`src/rtl/can_afb_pkg.sv`:
```
package can_afb_pkg;

  localparam int unsigned CTRL_WORD = 0;
  localparam int unsigned STAT_WORD = 1;

  // word address of the mask register of pair k
  function automatic int unsigned mask_word(input int unsigned k);
    return 32'd2 + 32'd2 * k;
  endfunction

  // word address of the reference identifier register of pair k
  function automatic int unsigned fid_word(input int unsigned k);
    return 32'd3 + 32'd2 * k;
  endfunction

  // significant bits of the received id agree with the reference
  function automatic logic id_hit(input logic [31:0] rx, input logic [31:0] mask,
                                  input logic [31:0] fid);
    return ((rx ^ fid) & mask) == 32'd0;
  endfunction

endpackage

```
`src/rtl/afb_regs.sv`:
```
module afb_regs
  import can_afb_pkg::*;
#(
  parameter int N    = 4,
  parameter int ID_W = 29,
  parameter int AW   = 4
) (
  input  logic            clk,
  input  logic            rst,
  input  logic            we,
  input  logic [AW-1:0]   addr,
  input  logic [ID_W-1:0] wdata,
  output logic [N-1:0]    en_q,
  output logic [ID_W-1:0] mask_q [N],
  output logic [ID_W-1:0] id_q   [N],
  output logic            clear_evt
);

  logic ctrl_sel;
  assign ctrl_sel  = we && (32'(addr) == CTRL_WORD);
  // an enable bit that is 1 now and written as 0
  assign clear_evt = ctrl_sel && |(en_q & ~wdata[N-1:0]);

  always_ff @(posedge clk) begin
    if (rst)           en_q <= '0;
    else if (ctrl_sel) en_q <= wdata[N-1:0];
  end

  for (genvar k = 0; k < N; k++) begin : g_pair
    logic msel, isel;
    assign msel = we && !en_q[k] && (32'(addr) == mask_word(k));
    assign isel = we && !en_q[k] && (32'(addr) == fid_word(k));

    always_ff @(posedge clk) begin
      if (rst) begin
        mask_q[k] <= '0;
        id_q[k]   <= '0;
      end else begin
        if (msel) mask_q[k] <= wdata;
        if (isel) id_q[k]   <= wdata;
      end
    end
  end

endmodule

```
`src/rtl/afb_match.sv`:
```
module afb_match
  import can_afb_pkg::*;
#(
  parameter int N    = 4,
  parameter int ID_W = 29
) (
  input  logic            clk,
  input  logic            rst,
  input  logic            rx_valid,
  input  logic [ID_W-1:0] rx_id,
  input  logic [N-1:0]    en_q,
  input  logic [ID_W-1:0] mask_q [N],
  input  logic [ID_W-1:0] id_q   [N],
  output logic            stage_v,
  output logic            rx_accept
);

  logic [ID_W-1:0] stg_id;
  logic [N-1:0]    stg_en;
  logic [N-1:0]    hit;
  logic            accept_d;

  // stage 1: identifier and the enables in force at this edge
  always_ff @(posedge clk) begin
    if (rst) begin
      stage_v <= 1'b0;
      stg_id  <= '0;
      stg_en  <= '0;
    end else begin
      stage_v <= rx_valid;
      if (rx_valid) begin
        stg_id <= rx_id;
        stg_en <= en_q;
      end
    end
  end

  for (genvar k = 0; k < N; k++) begin : g_cmp
    assign hit[k] = stg_en[k] && id_hit(32'(stg_id), 32'(mask_q[k]), 32'(id_q[k]));
  end

  assign accept_d = stage_v && ((stg_en == '0) || (|hit));

  // stage 2: registered decision strobe
  always_ff @(posedge clk) begin
    if (rst) rx_accept <= 1'b0;
    else     rx_accept <= accept_d;
  end

endmodule

```
`src/rtl/afb_busy.sv`:
```
module afb_busy #(
  parameter int DRAIN = 3
) (
  input  logic clk,
  input  logic rst,
  input  logic clear_evt,
  input  logic stage_v,
  output logic busy
);

  localparam int CW = (DRAIN < 2) ? 1 : $clog2(DRAIN + 1);

  logic [CW-1:0] drain_cnt;

  always_ff @(posedge clk) begin
    if (rst)                   drain_cnt <= '0;
    else if (clear_evt)        drain_cnt <= CW'(DRAIN);
    else if (drain_cnt != '0)  drain_cnt <= drain_cnt - 1'b1;
  end

  assign busy = stage_v || (drain_cnt != '0);

endmodule

```
`src/rtl/can_accept_filter_bank.sv`:
```
module can_accept_filter_bank
  import can_afb_pkg::*;
#(
  parameter int N     = 4,
  parameter int ID_W  = 29,
  parameter int AW    = 4,
  parameter int DRAIN = 3
) (
  input  logic            clk,
  input  logic            rst,
  input  logic            reg_we,
  input  logic [AW-1:0]   reg_addr,
  input  logic [ID_W-1:0] reg_wdata,
  output logic [ID_W-1:0] reg_rdata,
  input  logic            rx_valid,
  input  logic [ID_W-1:0] rx_id,
  output logic            rx_accept,
  output logic            busy
);

  logic [N-1:0]    en_q;
  logic [ID_W-1:0] mask_q [N];
  logic [ID_W-1:0] id_q   [N];
  logic            clear_evt;
  logic            stage_v;

  afb_regs #(.N(N), .ID_W(ID_W), .AW(AW)) u_regs (
    .clk(clk), .rst(rst), .we(reg_we), .addr(reg_addr), .wdata(reg_wdata),
    .en_q(en_q), .mask_q(mask_q), .id_q(id_q), .clear_evt(clear_evt)
  );

  afb_match #(.N(N), .ID_W(ID_W)) u_match (
    .clk(clk), .rst(rst), .rx_valid(rx_valid), .rx_id(rx_id),
    .en_q(en_q), .mask_q(mask_q), .id_q(id_q),
    .stage_v(stage_v), .rx_accept(rx_accept)
  );

  afb_busy #(.DRAIN(DRAIN)) u_busy (
    .clk(clk), .rst(rst), .clear_evt(clear_evt), .stage_v(stage_v), .busy(busy)
  );

  always_comb begin
    reg_rdata = '0;
    if (32'(reg_addr) == CTRL_WORD) reg_rdata[N-1:0] = en_q;
    if (32'(reg_addr) == STAT_WORD) reg_rdata[0]     = busy;
    for (int unsigned k = 0; k < N; k++) begin
      if (32'(reg_addr) == mask_word(k)) reg_rdata = mask_q[k];
      if (32'(reg_addr) == fid_word(k))  reg_rdata = id_q[k];
    end
  end

endmodule

```
`config.mk`:
```
export PLATFORM = sky130hd
export DESIGN_NAME = can_accept_filter_bank
export DESIGN_NICKNAME = d
export VERILOG_FILES = /design/src/rtl/can_afb_pkg.sv /design/src/rtl/afb_regs.sv /design/src/rtl/afb_match.sv /design/src/rtl/afb_busy.sv /design/src/rtl/can_accept_filter_bank.sv
export SDC_FILE = /design/constraint.sdc
export NUM_CORES = 1
export LEC_CHECK = 0
export BUFFER_PORTS_ARGS = -buffer_cell sky130_fd_sc_hd__buf_2
export CAP_MARGIN = 5
export CORE_MARGIN = 2
export CORE_UTILIZATION = 42
export CTS_BUF_LIST = sky130_fd_sc_hd__clkbuf_4
export CTS_CLUSTER_SIZE = 8
export DETAILED_ROUTE_END_ITERATION = 8
export PLACE_DENSITY_LB_ADDON = 0.12
export SLEW_MARGIN = 20
export SYNTH_ARGS = -nofsm -noshare
export SYNTH_HDL_FRONTEND = slang
export SYNTH_SLANG_ARGS = --single-unit
export TNS_END_PERCENT = 5
```
`constraint.sdc`:
```
create_clock -name clk -period 3.14 [get_ports clk]
set_clock_uncertainty 0.2 [all_clocks]
set_input_delay 0.785 -clock clk [delete_from_list [all_inputs] [get_ports clk]]
set_output_delay 0.785 -clock clk [all_outputs]
set_load 0.05 [all_outputs]
```
==> load_flow_metrics.sql <==
INSERT INTO impl_metrics (metric_group, metric, value, unit) VALUES
('outcome', 'run_status', 'finished, violations left', ''),
('outcome', 'failed_checks', 'setup timing', ''),
('global_routing', 'grt_antenna_before_repair', '2', ''),
('power', 'share_seq_of_total_power', '0.455', ''),
('routing', 'num_vias', '12900', ''),
('sta', 'grt_setup_unrepaired', 'true', ''),
('sta', 'worstMarginPinSlew', '0.614', 'ns'),
('die', 'die-height', '180', 'um'),
('power', 'p_leak', '6.50', 'nW'),
('global_routing', 'routing_layer_with_the_top_usage_in_global_route', 'met2', ''),
('routing', 'drt_first_iter_violations', '1421', ''),
('sta', 'fmaxAchievable', '302', 'MHz'),
('die', 'floorplan.core_area', '0.0306', 'sq mm'),
('clock_network', 'clock_transition_at_the_registers_of_the_reported_paths', '0.07', 'ns'),
('power', 'power_per_cell_area', '503', 'mW/mm^2'),
('sta', 'final-hold-violation-count', '0', ''),
('cells_and_area', 'fin_util', '0.521', ''),
('sta', 'timing.final.crit_share', '1.05', ''),
('sta', 'setup_slack_after_layout', '-0.170', 'ns'),
('yosys', 'syn-cell-area', '0.0130', 'sq mm'),
('clock_network', 'clk-insertion-delay-late', '0.74', 'ns'),
('clock_network', 'ctsRootBufferMaster', 'sky130_fd_sc_hd__clkbuf_4', ''),
('sta', 'final_period_minus_worst_setup_slack', '3.31', 'ns'),
('clock_network', 'cts_tree', 'built', ''),
('power', 'internal_power', '5.77', 'mW'),
('global_routing', 'grt_overflow_total', '0', ''),
('cells_and_area', 'drive_above_1_share', '0.216', ''),
('power', 'clock_share_of_power', '0.437', ''),
('job', 'cap_violations', '0', ''),
('placed_design', 'hpwl', '35600', 'um'),
('global_routing', 'groute.usage.overall', '0.317', ''),
('yosys', 'yosys.area.top_type', 'sky130_fd_sc_hd__dfxtp_1', ''),
('die', 'initial_core_util', '0.426', ''),
('die', 'floorplan.die_area', '0.0324', 'sq mm'),
('power', 'ir_drop', '0.000300', 'V'),
('global_routing', 'grtUsageMet1', '0.435', ''),
('placed_design', 'placement.io_buffers', '96', ''),
('cells_and_area', 'flow.area_growth_from_synthesis', '22.3', '%'),
('clock_network', 'cts_hold_buf', '0', ''),
('global_routing', 'grt_max_degree', '78', ''),
('sta', 'finalMaxSlewViolations', '0', ''),
('yosys', 'synth_top_cells_by_area', 'sky130_fd_sc_hd__dfxtp_1 (42%), sky130_fd_sc_hd__nand2_1 (15%), sky130_fd_sc_hd__a21oi_1 (10%)', ''),
('yosys', 'post_synth_num_cell_types', '39', ''),
('setup_path', 'timing.critical_path.to_type', 'output pin', ''),
('setup_path', 'ff2ff_path_depth', '6', ''),
('power', 'reported_net_switching_power', '2.25', 'mW'),
('clock_network', 'htreeDepth', '3', ''),
('clock_network', 'cts_buffers', '80', ''),
('setup_path', 'data_arrival_critical_path', '2.32', 'ns'),
('setup_path', 'crit_required', '2.15', 'ns'),
('min_path', 'hp-class', 'in -> reg', ''),
('die', 'floorplan.die.width', '180', 'um'),
('yosys', 'synth.yosys.seq_area_share', '0.420', ''),
('sta', 'timing.setup.tns', '-2.20', 'ns'),
('yosys', 'dominantRegCellSynth', 'sky130_fd_sc_hd__dfxtp_1', ''),
('global_routing', 'grt_first_pass_wirelength', '78300', 'um'),
('routing', 'antenna_left', '0', ''),
('die', 'floorplan.rows', '64', ''),
('yosys', 'synth.yosys.warnings', '0', ''),
('routing', 'first_drt_pass_iteration_count', '6', ''),
('routing', 'average_vias_per_placed_instance', '5.69', ''),
('yosys', 'syn_area_per_cell', '7.70', 'sq um'),
('sta', 'timing.slew.headroom', '0.591', ''),
('global_routing', 'first_global_vias', '12400', ''),
('setup_path', 'cp_max_fo', '2', ''),
('yosys', 'syn-num-nets', '1759', ''),
('global_routing', 'grtUsageMet2', '0.480', ''),
('sta', 'setup_viol', '27', ''),
('setup_path', 'type_of_the_worst_setup_path', 'reg -> out', ''),
('routing', 'routed_wire_length_per_instance', '23.1', 'um'),
('routing', 'detail_route.wirelength', '52400', 'um');
[what timing repair did]
action,4_1_cts,5_1_grt
pin swaps,10,10
gates resized for setup,84,32
setup endpoints to repair,29,29
buffers inserted,3,2
[kinds of logic after synthesis]
| kind of cell | count (synthesis) | synth area share |
|---|---|---|
| buffers and inverters | 173 | 0.0572 |
| AND/OR/NAND/NOR | 635 | 0.195 |
| AO/OA/AOI/OAI | 424 | 0.192 |
| XOR/XNOR | 117 | 0.0787 |
| multiplexers | 69 | 0.0573 |
| adder cells (fa/ha/maj) | 1 | 0.000961 |
| flip-flops | 273 | 0.420 |
[placed cells by master (no fill, tap or decap), types with 3 or more instances in the layout]
cell type,netlist,layout
sky130_fd_sc_hd__o21ai_1,0,12
sky130_fd_sc_hd__nand2_2,0,9
sky130_fd_sc_hd__inv_1,6,4
sky130_fd_sc_hd__a31oi_4,0,5
sky130_fd_sc_hd__xor2_1,117,117
sky130_fd_sc_hd__inv_2,0,5
sky130_fd_sc_hd__a221oi_2,0,5
sky130_fd_sc_hd__o22ai_2,0,4
sky130_fd_sc_hd__buf_2,55,62
sky130_fd_sc_hd__buf_4,7,88
sky130_fd_sc_hd__mux2i_1,61,61
sky130_fd_sc_hd__o22ai_1,7,3
sky130_fd_sc_hd__and3_1,4,4
sky130_fd_sc_hd__dfxtp_1,273,272
sky130_fd_sc_hd__nand3_1,4,4
sky130_fd_sc_hd__buf_8,0,8
sky130_fd_sc_hd__buf_6,0,29
sky130_fd_sc_hd__mux4_2,4,4
sky130_fd_sc_hd__a221o_2,0,13
sky130_fd_sc_hd__nor3_2,1,3
sky130_fd_sc_hd__buf_12,0,18
sky130_fd_sc_hd__a22oi_1,62,61
sky130_fd_sc_hd__clkbuf_4,0,120
sky130_fd_sc_hd__clkinv_1,0,13
sky130_fd_sc_hd__clkinv_2,0,3
sky130_fd_sc_hd__mux2_2,4,4
sky130_fd_sc_hd__nor2b_1,6,5
sky130_fd_sc_hd__o21ai_0,32,17
sky130_fd_sc_hd__nand4_1,17,17
sky130_fd_sc_hd__nor2_1,71,70
sky130_fd_sc_hd__nor4_1,6,5
sky130_fd_sc_hd__o21ai_2,0,3
sky130_fd_sc_hd__a21oi_1,269,267
sky130_fd_sc_hd__nand2b_4,0,4
sky130_fd_sc_hd__a221o_1,18,5
sky130_fd_sc_hd__a22o_1,18,18
sky130_fd_sc_hd__nand2_1,509,500
[sequential cells by signal, indices dropped and copies added (netlist names)]
signal and count:
u_regs.mask_q 116, u_regs.id_q 116, u_match.rx_accept 1, u_busy.drain_cnt 2
u_match.stg_id 29, u_regs.en_q 4, u_match.stage_v 1, u_match.stg_en 4
[power by group through the flow]
| stage | Clock, mW | Combinational, mW | Sequential, mW |
|---|---|---|---|
| 6_report | 3.50 | 0.871 | 3.64 |
| 5_1_grt | 3.76 | 0.927 | 3.65 |
| 4_1_cts | 3.58 | 0.803 | 3.64 |
| 3_5_place_dp | 0 | 0.759 | 3.72 |
| 3_3_place_gp | 0 | 0.752 | 3.71 |
| 2_1_floorplan | 0 | 0.516 | 3.65 |
[metrics by stage]
step	setup WS [ns]	area (sq um)	power (mW)	hold slack (ns)	instances
floorplan	-0.0233	13200	4.16	0.222	1692
global placement	-0.258	14500	4.47	0.258	2123
detailed placement	-0.289	14500	4.47	0.264	2123
CTS	-0.241	15800	8.02	0.0395	2267
global route	-0.273	15900	8.34	0.0916	2271
finish	-0.170	15900	8.02	0.0844	2271
[final timing paths]
path,startpoint,endpoint,slack (ns)
max,u_busy.drain_cnt[0],reg_rdata[0],-0.17
min,rx_id[14],u_match.stg_id[14],0.08
max reg2reg,u_match.stg_id[14],u_match.rx_accept,0.73
min reg2reg,u_regs.mask_q[102],u_regs.mask_q[102],0.27
[worst max-delay path: stages (launching register included)]
cell                       delay (ns)
sky130_fd_sc_hd__dfxtp_2         0.33
sky130_fd_sc_hd__inv_2           0.07
sky130_fd_sc_hd__ha_4            0.15
sky130_fd_sc_hd__nand2b_4        0.05
sky130_fd_sc_hd__mux4_2          0.46
sky130_fd_sc_hd__o21ai_1         0.12
sky130_fd_sc_hd__o21ai_1         0.08
sky130_fd_sc_hd__o21ai_1         0.11
sky130_fd_sc_hd__nand2_2         0.10
sky130_fd_sc_hd__buf_8           0.16
[cell type report]
type,count,area [sq um]
Sequential cell,273,5470
Clock inverter,22,143
Fill cell,3002,14700
Tap cell,396,495
Timing Repair Buffer,207,1800
Inverter,6,22.5
Multi-Input combinational cell,1246,7100
Clock buffer,119,893
Antenna cell,2,5.00
[cells in the mapped netlist (2+ instances only)]
| cell | n |
|---|---|
| sky130_fd_sc_hd__nor3_1 | 3 |
| sky130_fd_sc_hd__nand3_1 | 4 |
| sky130_fd_sc_hd__nor4_1 | 6 |
| sky130_fd_sc_hd__nand2b_1 | 6 |
| sky130_fd_sc_hd__mux2_2 | 4 |
| sky130_fd_sc_hd__a221oi_1 | 6 |
| sky130_fd_sc_hd__a221o_1 | 18 |
| sky130_fd_sc_hd__o211ai_1 | 2 |
| sky130_fd_sc_hd__nand4_1 | 17 |
| sky130_fd_sc_hd__and2_1 | 3 |
| sky130_fd_sc_hd__dfxtp_1 | 273 |
| sky130_fd_sc_hd__xor2_1 | 117 |
| sky130_fd_sc_hd__o22ai_1 | 7 |
| sky130_fd_sc_hd__a22oi_1 | 62 |
| sky130_fd_sc_hd__buf_4 | 7 |
| sky130_fd_sc_hd__nor2_1 | 71 |
| sky130_fd_sc_hd__a222oi_1 | 2 |
| sky130_fd_sc_hd__nor2b_1 | 6 |
| sky130_fd_sc_hd__mux4_2 | 4 |
| sky130_fd_sc_hd__a31oi_1 | 5 |
| sky130_fd_sc_hd__o21ai_0 | 32 |
| sky130_fd_sc_hd__buf_2 | 55 |
| sky130_fd_sc_hd__and3_1 | 4 |
| sky130_fd_sc_hd__a22o_1 | 18 |
| sky130_fd_sc_hd__o2bb2ai_1 | 2 |
| sky130_fd_sc_hd__mux2i_1 | 61 |
| sky130_fd_sc_hd__nand2_1 | 509 |
| sky130_fd_sc_hd__inv_1 | 6 |
| sky130_fd_sc_hd__clkbuf_1 | 104 |
| sky130_fd_sc_hd__a21oi_1 | 269 |
[layer usage]
metal / share of wire / up-vias
li1: - / 5976
met1: 0.43 / 6170
met2: 0.43 / 649
met3: 0.096 / 116
met4: 0.039 / 0
met5: 0 / -
No activity file was read; power rests on OpenSTA's default activity.
